$ cat src/rtl/lpc_sync_pkg.sv
package lpc_sync_pkg;
  typedef enum logic [2:0] {K_READY, K_SHORT, K_LONG, K_ERR, K_BAD} kind_e;
  typedef enum logic [1:0] {M_NONE, M_SHORT, M_LONG} mode_e;
  typedef enum logic [1:0] {S_IDLE, S_SYNC, S_DLO, S_DHI} state_e;

  localparam logic [3:0] CODE_READY_A = 4'b0000;
  localparam logic [3:0] CODE_READY_B = 4'b1001;
  localparam logic [3:0] CODE_SHORT   = 4'b0101;
  localparam logic [3:0] CODE_LONG    = 4'b0110;
  localparam logic [3:0] CODE_ERR     = 4'b1010;
endpackage

$ cat src/rtl/lpc_sync_decode.sv
module lpc_sync_decode
  import lpc_sync_pkg::*;
(
  input  logic [3:0] lad_i,
  output kind_e      kind_o
);
  always_comb begin
    unique case (lad_i)
      CODE_READY_A, CODE_READY_B: kind_o = K_READY;
      CODE_SHORT:                 kind_o = K_SHORT;
      CODE_LONG:                  kind_o = K_LONG;
      CODE_ERR:                   kind_o = K_ERR;
      default:                    kind_o = K_BAD;
    endcase
  end
endmodule

$ cat src/rtl/lpc_sync_wait_ctr.sv
module lpc_sync_wait_ctr
  import lpc_sync_pkg::*;
#(
  parameter int SHORT_LIMIT = 8,
  parameter int BAD_LIMIT   = 3
) (
  input  logic  clk_i,
  input  logic  rst_ni,
  input  logic  clr_i,
  input  logic  sample_i,
  input  kind_e kind_i,
  output logic  trip_o
);
  localparam int SW = $clog2(SHORT_LIMIT + 1);
  localparam int BW = $clog2(BAD_LIMIT + 1);

  logic [SW-1:0] short_q;
  logic [BW-1:0] bad_q;
  mode_e         mode_q;

  logic bad_trip, short_trip, long_trip;
  assign bad_trip   = (kind_i == K_BAD) && (bad_q == BW'(BAD_LIMIT - 1));
  assign short_trip = (kind_i == K_SHORT) &&
                      ((mode_q == M_LONG) || (short_q == SW'(SHORT_LIMIT)));
  assign long_trip  = (kind_i == K_LONG) && (mode_q == M_SHORT);
  assign trip_o     = sample_i && (bad_trip || short_trip || long_trip);

  always_ff @(posedge clk_i or negedge rst_ni) begin
    if (!rst_ni) begin
      short_q <= '0;
      bad_q   <= '0;
      mode_q  <= M_NONE;
    end else if (clr_i) begin
      short_q <= '0;
      bad_q   <= '0;
      mode_q  <= M_NONE;
    end else if (sample_i && !trip_o) begin
      unique case (kind_i)
        K_READY, K_ERR: begin
          short_q <= '0;
          bad_q   <= '0;
        end
        K_SHORT: begin
          short_q <= short_q + SW'(1);
          bad_q   <= '0;
          mode_q  <= M_SHORT;
        end
        K_LONG: begin
          bad_q  <= '0;
          mode_q <= M_LONG;
        end
        default: bad_q <= bad_q + BW'(1);
      endcase
    end
  end

  AST_BAD_RUN_BOUND: assert property (@(posedge clk_i) disable iff (!rst_ni)
    sample_i |-> (bad_q < BW'(BAD_LIMIT)));
  AST_SHORT_STEP: assert property (@(posedge clk_i) disable iff (!rst_ni)
    (sample_i && !clr_i && kind_i == K_SHORT && !trip_o) |=> (short_q == $past(short_q) + SW'(1)));
  AST_MODE_STICKY: assert property (@(posedge clk_i) disable iff (!rst_ni)
    (mode_q != M_NONE && !clr_i) |=> (mode_q == $past(mode_q)));
endmodule

$ cat src/rtl/lpc_sync_seq.sv
module lpc_sync_seq
  import lpc_sync_pkg::*;
#(
  parameter int CNT_W = 3
) (
  input  logic             clk_i,
  input  logic             rst_ni,
  input  logic             start_i,
  input  logic [CNT_W-1:0] nbytes_i,
  input  kind_e            kind_i,
  input  logic             trip_i,
  output logic             sample_o,
  output logic             data_valid_o,
  output logic             done_o,
  output logic             error_o,
  output logic             abort_o
);
  state_e           state_q;
  logic [CNT_W-1:0] left_q;
  logic             err_q, done_q, erro_q, abort_q;

  assign sample_o     = (state_q == S_SYNC) && !start_i;
  assign data_valid_o = (state_q == S_DLO) || (state_q == S_DHI);
  assign done_o       = done_q;
  assign error_o      = erro_q;
  assign abort_o      = abort_q;

  always_ff @(posedge clk_i or negedge rst_ni) begin
    if (!rst_ni) begin
      state_q <= S_IDLE;
      left_q  <= '0;
      err_q   <= 1'b0;
      done_q  <= 1'b0;
      erro_q  <= 1'b0;
      abort_q <= 1'b0;
    end else begin
      done_q  <= 1'b0;
      erro_q  <= 1'b0;
      abort_q <= 1'b0;
      if (start_i) begin
        state_q <= S_SYNC;
        left_q  <= (nbytes_i == '0) ? CNT_W'(1) : nbytes_i;
        err_q   <= 1'b0;
      end else begin
        unique case (state_q)
          S_SYNC: begin
            if (trip_i) begin
              abort_q <= 1'b1;
              state_q <= S_IDLE;
            end else if (kind_i == K_READY) begin
              state_q <= S_DLO;
            end else if (kind_i == K_ERR) begin
              err_q   <= 1'b1;
              state_q <= S_DLO;
            end
          end
          S_DLO: state_q <= S_DHI;
          S_DHI: begin
            if (left_q <= CNT_W'(1) || err_q) begin
              done_q  <= 1'b1;
              erro_q  <= err_q;
              state_q <= S_IDLE;
            end else begin
              left_q  <= left_q - CNT_W'(1);
              state_q <= S_SYNC;
            end
          end
          default: state_q <= S_IDLE;
        endcase
      end
    end
  end

  AST_ABORT_FROM_SYNC: assert property (@(posedge clk_i) disable iff (!rst_ni)
    abort_o |-> ($past(state_q) == S_SYNC));
  AST_ERR_WITH_DONE: assert property (@(posedge clk_i) disable iff (!rst_ni)
    error_o |-> done_o);
  AST_ERR_CLOSES: assert property (@(posedge clk_i) disable iff (!rst_ni)
    (state_q == S_DHI && err_q && !start_i) |=> (done_o && error_o && state_q == S_IDLE));
  AST_DATA_PAIR: assert property (@(posedge clk_i) disable iff (!rst_ni)
    (state_q == S_DLO && !start_i) |=> (state_q == S_DHI));
endmodule

$ cat src/rtl/lpc_sync_monitor.sv
module lpc_sync_monitor
  import lpc_sync_pkg::*;
#(
  parameter int CNT_W       = 3,
  parameter int SHORT_LIMIT = 8,
  parameter int BAD_LIMIT   = 3
) (
  input  logic             clk_i,
  input  logic             rst_ni,
  input  logic             start_i,
  input  logic [CNT_W-1:0] nbytes_i,
  input  logic [3:0]       lad_i,
  output logic             data_valid_o,
  output logic             done_o,
  output logic             error_o,
  output logic             abort_o
);
  kind_e kind;
  logic  sample, trip;

  lpc_sync_decode i_decode (
    .lad_i  (lad_i),
    .kind_o (kind)
  );

  lpc_sync_wait_ctr #(
    .SHORT_LIMIT (SHORT_LIMIT),
    .BAD_LIMIT   (BAD_LIMIT)
  ) i_wait_ctr (
    .clk_i    (clk_i),
    .rst_ni   (rst_ni),
    .clr_i    (start_i),
    .sample_i (sample),
    .kind_i   (kind),
    .trip_o   (trip)
  );

  lpc_sync_seq #(
    .CNT_W (CNT_W)
  ) i_seq (
    .clk_i        (clk_i),
    .rst_ni       (rst_ni),
    .start_i      (start_i),
    .nbytes_i     (nbytes_i),
    .kind_i       (kind),
    .trip_i       (trip),
    .sample_o     (sample),
    .data_valid_o (data_valid_o),
    .done_o       (done_o),
    .error_o      (error_o),
    .abort_o      (abort_o)
  );

  AST_ONE_OUTCOME: assert property (@(posedge clk_i) disable iff (!rst_ni)
    $onehot0({done_o, abort_o, data_valid_o}));
endmodule

$ cat config.mk
export PLATFORM = sky130hd
export DESIGN_NAME = lpc_sync_monitor
export DESIGN_NICKNAME = d
export VERILOG_FILES = /design/src/rtl/lpc_sync_pkg.sv /design/src/rtl/lpc_sync_decode.sv /design/src/rtl/lpc_sync_wait_ctr.sv /design/src/rtl/lpc_sync_seq.sv /design/src/rtl/lpc_sync_monitor.sv
export SDC_FILE = /design/constraint.sdc
export NUM_CORES = 1
export LEC_CHECK = 0
export BUFFER_PORTS_ARGS = -buffer_cell sky130_fd_sc_hd__buf_2
export CAP_MARGIN = 30
export CORE_MARGIN = 1
export CORE_UTILIZATION = 25
export CTS_BUF_LIST = sky130_fd_sc_hd__clkbuf_4 sky130_fd_sc_hd__clkbuf_8
export CTS_CLUSTER_DIAMETER = 50
export DETAILED_ROUTE_END_ITERATION = 10
export SLEW_MARGIN = 20
export SYNTH_ARGS = -nofsm -noshare
export SYNTH_HDL_FRONTEND = slang
export SYNTH_SLANG_ARGS = --single-unit
$ cat constraint.sdc
create_clock -name clk_i -period 4 [get_ports clk_i]
set_input_delay 0.2 -clock clk_i [delete_from_list [all_inputs] [get_ports clk_i]]
set_output_delay 0.2 -clock clk_i [all_outputs]
set_load 0.02 [all_outputs]
==> results_dict.tcl, run 1 <==
set metrics [dict create \
    outcome "completed" \
    layout.nets 145 \
    synth_edf_count 0 \
    tightestPinTransition_ns 0.4053 \
    grt_overflow 0 \
    power_density_mw_per_mm2 324.5 \
    layout-drive-gt1-share_pct 19.38 \
    synth_area_leaders "dfrtp_1 38%, ha_1 5.6%, nor2_1 3.7%, inv_1 3.0%, nand2b_1 2.8%" \
    clk_pin_slew_worst_paths_ns 0.06 \
    synthFlopType "dfrtp_1" \
    grt_pass1_wl_mm 4.091 \
    grt_usage_pct 11.83 \
    critPathLaunchType "flop" \
    syn-num-nets 132 \
    netlist-cell-type-count 45 \
    syn_avg_cell_area_um2 9.507 \
    dieArea_mm2 0.004720 \
    synthCells 117 \
    clock-sinks 17 \
    io_pins 14 \
    max_freq_mhz 546.4 \
    num_vias 900 \
    cp.arrival_ns 1.97 \
    leakage_nw 0.5385 \
    yosysMostFrequentCell "dfrtp_1" \
    rsz0062_at_grt "false" \
    layout.cells.non_filler 179 \
    core-area_mm2 0.004144 \
    routedWlPerCell_um 12.88 \
    cts-resized-gates 0 \
    dp.cells 174 \
    clockBufferDepth 2 \
    drv_slew 0 \
    wirelength_mm 2.306 \
    root_buffer "clkbuf_8" \
    drc 0 \
    async_flop_share_pct 100.0 \
    drt_first_pass_iters 4 \
    clock_skew_ns 0.001158 \
    synth_area_leader_cell "dfrtp_1" \
    row_count 23 \
    synth_warnings 0 \
    antenna_found_initial 0 \
    gp_congestion 0.8169 \
    setup_viol 0 \
    max_cap_violations 0 \
    dp_hpwl_mm 1.717 \
    syn_area_mm2 0.001112 \
    via_per_inst 5.028 \
    first_global_vias 932 \
    cts_buffers 3 \
    synth_seq_cells 17 \
    path_max_fanout 4 \
    end_kind "flop" \
    syn2layout_area_growth_pct 13.72 \
    yosysTopAreaCellShare_pct 38.25 \
    die_y_um 68.70 \
    worstReg2RegStart "i_seq.left_q[0]$_DFFE_PN0P_" \
    postCtsSetupBuffers 0 \
    die_w_um 68.70 \
    peakVddDrop_v 0.0001099 \
    cts_hold_buf 1 \
    numPortBuffers 13 \
    critPathRequiredTime_ns 4.14 \
    clock_latency_ns 0.25 \
    synthTopCellsByCount "17 x dfrtp_1, 11 x nor2_1, 9 x inv_1" \
    startpoint "i_seq.left_q[0]$_DFFE_PN0P_" \
    slew_headroom_pct 72.98 \
    hold_class "in -> reg" \
    antenna_left 0 \
    worstHoldStart "nbytes_i[2]" \
    initial_core_util_pct 26.84 \
    diodes 0 \
    tritoncts "built" \
    ys_seq_area_share_pct 38.25 \
    htreeDepth 1 \
    grt_max_degree 20 \
    fin_crit_sh_pct 45.76 \
    tns_ns 0 \
    finalHoldViolations 0 \
    layout_min_cycle_time_ns 1.830 \
    worst-setup-path-type "reg -> reg" \
    drt-initial-drc-count 35 \
]
-- metal layers --
metal	GRT usage, %	share of wire [%]	vias to the layer above
li1	-	-	444
met1	15.56	47	436
met2	17.89	47	14
met3	1.480	3.5	6
met4	8.163	2.7	0
met5	0	0	-
-- worst paths after layout --
path,end,slack (ns),depth (start not counted)
min in group asynchronous,i_wait_ctr.short_q[0]$_DFFE_PN0P_,0.40,2
max reg2reg,i_seq.left_q[1]$_DFFE_PN0P_,2.17,6
min reg2reg,i_wait_ctr.bad_q[0]$_DFFE_PN0P_,0.47,1
min,i_seq.left_q[2]$_DFFE_PN0P_,0.18,3
max in group asynchronous,i_seq.state_q[1]$_DFFE_PN0P_,3.31,2
max,i_seq.left_q[1]$_DFFE_PN0P_,2.17,6
-- area by class of cell --
cell class	count	area (µm²)
clock buffers	4	48.80
fillers	455	2879
inverters	9	33.78
multi-input cells	85	619.3
flip-flops and latches	17	425.4
well taps	50	62.56
repair buffers	14	75.07
-- kinds of logic after synthesis --
| family | share of synthesized area (%) |
|---|---|
| multiplexers | 3.712 |
| flip-flops | 38.25 |
| XOR/XNOR | 3.150 |
| adder cells (fa/ha/maj) | 5.624 |
| buffers and inverters | 6.074 |
| AO/OA/AOI/OAI | 16.09 |
| AND/OR/NAND/NOR | 27.11 |
-- report_power, final --
| group | internal, mW | switching, mW | total [mW] |
|---|---|---|---|
| clock | 0.0775 | 0.0567 | 0.134 |
| sequential | 0.184 | 0.00963 | 0.193 |
| combinational | 0.0359 | 0.0471 | 0.0830 |
-- critical path: stages (launching register included) --
cell and delay [ns]:
dfrtp_1 0.42, ha_1 0.21, o21bai_1 0.16, a21oi_1 0.28
nor2b_1 0.28, mux2i_1 0.11, mux2_2 0.26
-- registers in the layout (all words and copies together) (netlist names) --
register            cells
i_wait_ctr.mode_q       2
i_seq.abort_o           1
i_seq.left_q            3
i_seq.err_q             1
i_seq.done_o            1
i_seq.error_o           1
i_wait_ctr.short_q      4
i_seq.state_q           2
i_wait_ctr.bad_q        2
-- cell usage in the layout (no fill, tap or decap), drive strengths merged, types with 4 or more instances in the layout --
cell type and count:
nor2 11, dfrtp 17, nand2b 5, ha 5, a21oi 5, clkbuf 4, nand2 5, o21ai 7
inv 9, buf 13, nor2b 5
-- metrics by stage --
stage	total power [mW]	cell area, µm²	setup slack (ns)	util, %	hold WS, ns
after floorplan	0.2567	1112	2.360	-	-0.09559
after global placement	0.2748	1206	2.243	29.11	0.1469
after detailed placement	0.2792	1206	2.204	29.11	0.1520
after CTS	0.4199	1265	2.176	30.53	0.1774
after global routing	0.4383	1265	2.070	30.53	0.1918
final	0.4105	1265	2.170	30.53	0.1832
Power figures use the tool's default switching activity.
==> run 2, diff against run 1 <==
--- a/config.mk
+++ b/config.mk
@@ -5,6 +5,7 @@
 export SDC_FILE = /design/constraint.sdc
 export NUM_CORES = 1
 export LEC_CHECK = 0
+export ABC_AREA = 1
 export BUFFER_PORTS_ARGS = -buffer_cell sky130_fd_sc_hd__buf_2
 export CAP_MARGIN = 30
 export CORE_MARGIN = 1
==> constraint.sdc (replaced) <==
create_clock -name clk_i -period 1.7 [get_ports clk_i]
set_input_delay 0.085 -clock clk_i [delete_from_list [all_inputs] [get_ports clk_i]]
set_output_delay 0.085 -clock clk_i [all_outputs]
set_load 0.02 [all_outputs]
==> run 2 against run 1 <==
- die area down 6.0%
- largest cell class unchanged
- utilization up 0.13 points
- sequential share of layout area up 1.1 points
- clock-buffer cell count down 1
- sequential power rose to 2.6 times the previous value
- hold slack worse by 0.11 ns
- total power rose to 2.7 times the previous value
==> results_dict.tcl, run 2 <==
set metrics [dict create \
    drt-initial-drc-count 27 \
    tightestPinTransition_ns 0.4055 \
    row_count 23 \
    layout.cells.non_filler 201 \
    syn_area_mm2 0.001044 \
    final_area_mm2 0.001226 \
    reg2reg_setup_slack_ns 0.16 \
    rsz0062_at_grt "false" \
    drt_first_pass_iters 4 \
    hold_class "in -> reg" \
    syn_avg_cell_area_um2 7.787 \
    p_seq_share_pct 44.4 \
    yosysTopAreaCellShare_pct 40.77 \
    syn2layout_area_growth_pct 17.51 \
    grt_usage_pct 10.52 \
    leakage_nw 0.6478 \
    htreeDepth 1 \
    first_global_vias 820 \
    cp_slowest_cell "dfrtp_1" \
    power_switching_mw 0.3831 \
    whs_ns 0.07093 \
    top_register "i_wait_ctr.short_q" \
    max_cap_violations 0 \
    p_int_mw 0.7280 \
    antenna_found_initial 0 \
    synthFlopType "dfrtp_1" \
    startpoint "i_wait_ctr.short_q[0]$_DFFE_PN0P_" \
    outcome "completed" \
    tritoncts "built" \
    peakVddDrop_v 0.0002813 \
    async_flop_share_pct 100.0 \
    power_density_mw_per_mm2 906.2 \
    path_max_fanout 9 \
    synth_edf_count 0 \
    syn-num-nets 149 \
    max_freq_mhz 650.8 \
    die_w_um 66.61 \
    synth_area_leader_cell "dfrtp_1" \
    synth_warnings 0 \
    end_kind "flop" \
    holdPathStages 3 \
    drv_slew 0 \
    ys_seq_area_share_pct 40.77 \
    cts_buffers 3 \
    slew_headroom_pct 72.97 \
    layout-drive-gt1-share_pct 22.52 \
    routedWlPerCell_um 10.16 \
    place_area_mm2 0.001162 \
    path_common_cell "nand2_1" \
    grt_pass1_wl_mm 3.463 \
    core-area_mm2 0.004000 \
    p_sw_share_pct 34.48 \
    io_pins 14 \
    critPathRequiredTime_ns 1.85 \
    numPortBuffers 13 \
    grt_max_degree 18 \
    cp_slowest_stage_delay_ns 0.40 \
    setup_viol 0 \
    place_ws_ns 0.1594 \
    wirelength_mm 2.043 \
    grt_overflow 0 \
    netlist-cell-type-count 27 \
    cp-endpoint "i_wait_ctr.short_q[3]$_DFFE_PN0P_" \
    diodes 0 \
    finalHoldViolations 0 \
    worst-r2r-cell-count 12 \
    combPwrFrac_pct 27.2 \
    die_y_um 66.61 \
    synth_area_leaders "dfrtp_1 41%, nand2_1 11%, inv_1 6.8%, ha_1 6.0%, nand3_1 4.3%" \
    cp_cell_sequence "inv_1 -> ha_1 -> nand3_1 -> o21ai_0 -> nand2_1 -> nand2_1 -> inv_2 -> nand3_4 -> nand2_4 -> nand2_4 -> nand2_1 -> nand2_1" \
    reg2reg_to "i_wait_ctr.short_q[3]$_DFFE_PN0P_" \
    drc 0 \
    worst-setup-path-type "reg -> reg" \
    worstReg2RegStart "i_wait_ctr.short_q[0]$_DFFE_PN0P_" \
    dieArea_mm2 0.004436 \
    critPathLaunchType "flop" \
    top_regs "i_wait_ctr.short_q (4), i_seq.left_q (3)" \
    gp_congestion 0.7959 \
    initial_core_util_pct 26.09 \
    via_per_inst 4.438 \
    clock-sinks 17 \
    num_vias 892 \
    fin_crit_sh_pct 90.38 \
    final_common_cell "nand2_1" \
    layout_common_cells "30 x nand2_1, 19 x inv_1, 17 x dfrtp_1" \
    antenna_left 0 \
    clock_latency_ns 0.26 \
    synthCells 134 \
    root_buffer "clkbuf_8" \
    synthTopCellsByCount "30 x nand2_1, 19 x inv_1, 17 x dfrtp_1" \
    setup_slack_ns 0.1635 \
    dp_hpwl_mm 1.526 \
    p_clk_share_pct 28.4 \
    layout_min_cycle_time_ns 1.536 \
    clock_skew_ns 0.001691 \
    clockBufferDepth 2 \
    dp.cells 195 \
    clk_pin_slew_worst_paths_ns 0.07 \
    synth_seq_cells 17 \
    cp.arrival_ns 1.69 \
    layout.nets 167 \
    yosysMostFrequentCell "nand2_1" \
    cts-resized-gates 0 \
    largest_reg_flops 4 \
    tns_ns 0 \
]
run 2: changes by cell type in the layout (fill, tap and decap cells not counted), moves of 4 or more:
cell,delta
nand3_1,+6
nand2b_1,-5
nor2_2,+4
inv_1,+10
o21ai_0,+5
nand2_1,+26
nor2b_1,-5
run 2: worst max-delay path: cells and delay by family, from the launching register on:
family / cells / cell delay [ns]
AND/OR/NAND/NOR: 8 / 0.62
adder cells (fa/ha/maj): 1 / 0.19
flip-flops: 1 / 0.40
buffers and inverters: 2 / 0.14
AO/OA/AOI/OAI: 1 / 0.08
run 2: cells by family (layout without fill, tap and decap cells):
group | count (synthesis) | in the layout | synth area share, %
xor gates and xnor gates | 2 | 2 | 1.679
buffers and inverters | 24 | 41 | 8.752
and+or+nand+nor | 69 | 69 | 33.93
AOI/OAI and AO/OA | 17 | 17 | 8.874
adders and majority gates | 5 | 5 | 5.995
DFF | 17 | 17 | 40.77
run 2: power groups by stage:
stage	Combinational (mW)	Sequential [mW]	Clock [mW]
detailed placement	0.303	0.503	0
CTS	0.306	0.495	0.326
finish	0.302	0.494	0.316
floorplan	0.233	0.497	0
global route	0.351	0.502	0.340
global placement	0.301	0.501	0
run 2: repair_timing:
action,CTS,global route
buffers inserted,0,1
endpoints found under the hold margin,17,0
setup endpoints to repair,0,2
hold buffers,1,0
run 2: cell type report:
cell class	instances	area [µm²]
fill	424	2774
timing repair buffer	15	82.58
clock buffer	3	41.29
clock inverter	1	5.005
sequential	17	425.4
tap	50	62.56
inverter	22	82.58
multi-input combinational	93	526.8
run 2: worst min-delay path by stage:
stage | start | to | slack, ns
after floorplan | rst_ni | i_seq.abort_o$_DFF_PN0_ | -0.21
after global placement | rst_ni | i_seq.done_o$_DFF_PN0_ | 0.04
after detailed placement | rst_ni | i_seq.done_o$_DFF_PN0_ | 0.04
after CTS | nbytes_i[2] | i_seq.left_q[2]$_DFFE_PN0P_ | 0.07
after global routing | nbytes_i[2] | i_seq.left_q[2]$_DFFE_PN0P_ | 0.08
final | nbytes_i[2] | i_seq.left_q[2]$_DFFE_PN0P_ | 0.07
run 2: through the flow:
step / power (mW) / util [%]
5_1_grt: 1.192 / 30.65
4_1_cts: 1.127 / 30.47
2_1_floorplan: 0.7300 / -
3_5_place_dp: 0.8057 / 29.06
3_3_place_gp: 0.8016 / 29.06
6_report: 1.111 / 30.65
run 2: routing by layer:
| metal | track usage (%) | up-vias | part of all wire, % |
|---|---|---|---|
| met5 | 0 | - | 0 |
| met4 | 5.585 | 0 | 1.5 |
| met3 | 2.055 | 4 | 2.6 |
| met2 | 15.91 | 14 | 45 |
| met1 | 13.96 | 414 | 51 |
| li1 | - | 460 | - |
==> run 3, diff against run 2 <==
--- a/config.mk
+++ b/config.mk
@@ -16,4 +16,5 @@
 export SLEW_MARGIN = 20
 export SYNTH_ARGS = -nofsm -noshare
 export SYNTH_HDL_FRONTEND = slang
+export SYNTH_HIERARCHICAL = 1
 export SYNTH_SLANG_ARGS = --single-unit
==> run 3 against run 2 <==
- the flow now finishes with violations (DRC)
- cell count up 20%
- largest cell class unchanged
- global-route usage down 0.88 points
- area after synthesis up 13%
- fmax up 0.30%
==> results_dict.tcl, run 3 <==
set metrics [dict create \
    power_density_mw_per_mm2 997.8 \
    die_y_um 70.59 \
    critPathRequiredTime_ns 1.83 \
    first_global_vias 939 \
    power_mw 1.356 \
    hold_class "in -> reg" \
    synthTopCellsByCount "47 x nand2_1, 27 x inv_1, 22 x nor2_1" \
    max_cap_violations 0 \
    clockBufferDepth 2 \
    drv_slew 0 \
    postCtsSetupBuffers 0 \
    numPortBuffers 13 \
    async_flop_share_pct 100.0 \
    clock_latency_ns 0.25 \
    final_common_cell "nand2_1" \
    tritoncts "built" \
    grt_overflow 0 \
    leakage_nw 0.7505 \
    drc 2 \
    via_per_inst 4.326 \
    diodes 0 \
    syn_avg_cell_area_um2 6.838 \
    layout.nets 206 \
    finalHoldViolations 0 \
    layout_min_cycle_time_ns 1.532 \
    path_max_fanout 5 \
    worst-setup-path-type "reg -> reg" \
    yosysTopAreaCellShare_pct 36.17 \
    syn2layout_area_growth_pct 15.53 \
    die_w_um 70.59 \
    tns_ns 0 \
    synth_warnings 6 \
    top_register "i_wait_ctr/short_q" \
    grt_usage_pct 9.646 \
    clk_pin_slew_worst_paths_ns 0.07 \
    grt_max_degree 18 \
    clock_skew_ns 0.001631 \
    setup_viol 0 \
    io_pins 14 \
    yosysMostFrequentCell "nand2_1" \
    synth_edf_count 0 \
    final_area_mm2 0.001359 \
    synth_area_leader_cell "dfrtp_1" \
    top_regs "i_wait_ctr/short_q (4), i_seq/left_q (3)" \
    ys_seq_area_share_pct 36.17 \
    syn_area_mm2 0.001176 \
    core-area_mm2 0.004444 \
    largest_reg_flops 4 \
    gp_congestion 0.7584 \
    dieArea_mm2 0.004983 \
    clock-sinks 17 \
    row_count 24 \
    violations "DRC" \
    synth_seq_cells 17 \
    tightestPinTransition_ns 0.3870 \
    wirelength_mm 2.239 \
    layout.cells.non_filler 242 \
    synthCells 172 \
    rsz0062_at_grt "false" \
    dp.cells 237 \
    layout_common_cells "47 x nand2_1, 27 x inv_1, 22 x nor2_1" \
    syn-num-nets 187 \
    fin_crit_sh_pct 90.11 \
    cp.arrival_ns 1.67 \
    critPathLaunchType "flop" \
    place_ws_ns -0.003017 \
    setup_slack_ns 0.1682 \
    peakVddDrop_v 0.0003125 \
    final_util_pct 30.57 \
    place_area_mm2 0.001303 \
    initial_core_util_pct 26.46 \
    outcome "complete, but fails checks" \
    max_freq_mhz 652.8 \
    root_buffer "clkbuf_8" \
    dp_hpwl_mm 1.796 \
    synthFlopType "dfrtp_1" \
    nFillCells 501 \
    slew_headroom_pct 74.20 \
    drt-initial-drc-count 45 \
    netlist-cell-type-count 27 \
    routedWlPerCell_um 9.252 \
    whs_ns 0.09468 \
    htreeDepth 1 \
    cts_buffers 3 \
    end_kind "flop" \
    antenna_found_initial 0 \
    synth_area_leaders "dfrtp_1 36%, nand2_1 15%, inv_1 8.6%, nand3_1 8.5%, nor2_1 7.0%" \
    num_vias 1047 \
    layout-drive-gt1-share_pct 17.89 \
    grt_pass1_wl_mm 3.843 \
    antenna_left 0 \
    drt_first_pass_iters 7 \
]
==> run 3: cell count changes in the layout (fill, tap and decap cells not counted), moves of 2 or more <==
cell | previous run | this run
a21oi_1 | 4 | 1
buf_4 | 1 | 3
inv_1 | 19 | 27
nand2_1 | 30 | 47
nand2_4 | 3 | 0
nand3_1 | 9 | 20
nor2_1 | 9 | 22
nor2_2 | 4 | 2
o21ai_0 | 8 | 1
or2_1 | 0 | 2
==> run 3: final cells by class <==
cell class | count | area, µm² | area share [%]
inverters | 31 | 118.9 | 8.748
well taps | 52 | 65.06 | 4.788
clock buffers | 3 | 41.29 | 3.039
flip-flops and latches | 17 | 425.4 | 31.31
repair buffers | 17 | 97.59 | 7.182
multi-input cells | 121 | 605.6 | 44.57
clock inverters | 1 | 5.005 | 0.3683
==> run 3: per-layer routing <==
metal  part of all wire [%]  vias to the layer above  GRT usage (%)
met1                     47                      461          11.51
met2                     48                       16          16.83
met5                      0                        -              0
li1                       -                      568              -
met3                    3.8                        2          2.991
met4                   0.67                        0          2.667
==> run 3: power by group <==
group	leakage, nW	total (mW)	internal, mW	switching (mW)
clock network	0.0255	0.304	0.163	0.141
registers	0.227	0.529	0.472	0.0570
logic	0.498	0.523	0.198	0.325
total	0.750	1.36	0.832	0.523
==> run 3: timing repair <==
item,4_1_cts,5_1_grt
endpoints found under the hold margin,17,0
resized for setup,0,0
setup endpoints to repair,0,0
hold buffers,1,0
==> run 3: kinds of logic after synthesis <==
family / Yosys count / synth area share (%)
AO/OA/AOI/OAI: 7 / 3.723
XOR/XNOR: 2 / 1.490
adder cells (fa/ha/maj): 5 / 5.319
buffers and inverters: 34 / 12.34
flip-flops: 17 / 36.17
AND/OR/NAND/NOR: 107 / 40.96
==> run 3: critical path, stage by stage (launching register included) <==
cell and delay, ns:
dfrtp_1 0.43, inv_1 0.08, ha_1 0.13, nand3_1 0.08, nand2_1 0.06, nand2_1 0.07
a31oi_1 0.25, nor2_2 0.08, inv_1 0.07, nor2_1 0.04, nor2_1 0.08, nor2_1 0.04
==> run 3: worst paths after layout <==
path / from / endpoint / slack [ns] / depth (start not counted)
setup / recovery: i_wait_ctr/short_q[0]$_DFFE_PN0P_ / i_seq/err_q$_DFFE_PN0P_ / 0.17 / 11
hold / removal: nbytes_i[2] / i_seq/left_q[2]$_DFFE_PN0P_ / 0.09 / 3
setup reg to reg: i_wait_ctr/short_q[0]$_DFFE_PN0P_ / i_seq/err_q$_DFFE_PN0P_ / 0.17 / 11
hold reg to reg: i_wait_ctr/mode_q[0]$_DFFE_PN0P_ / i_wait_ctr/mode_q[0]$_DFFE_PN0P_ / 0.48 / 2
max in group asynchronous: rst_ni / i_seq/left_q[1]$_DFFE_PN0P_ / 1.14 / 2
min in group asynchronous: rst_ni / i_seq/error_o$_DFF_PN0_ / 0.28 / 2
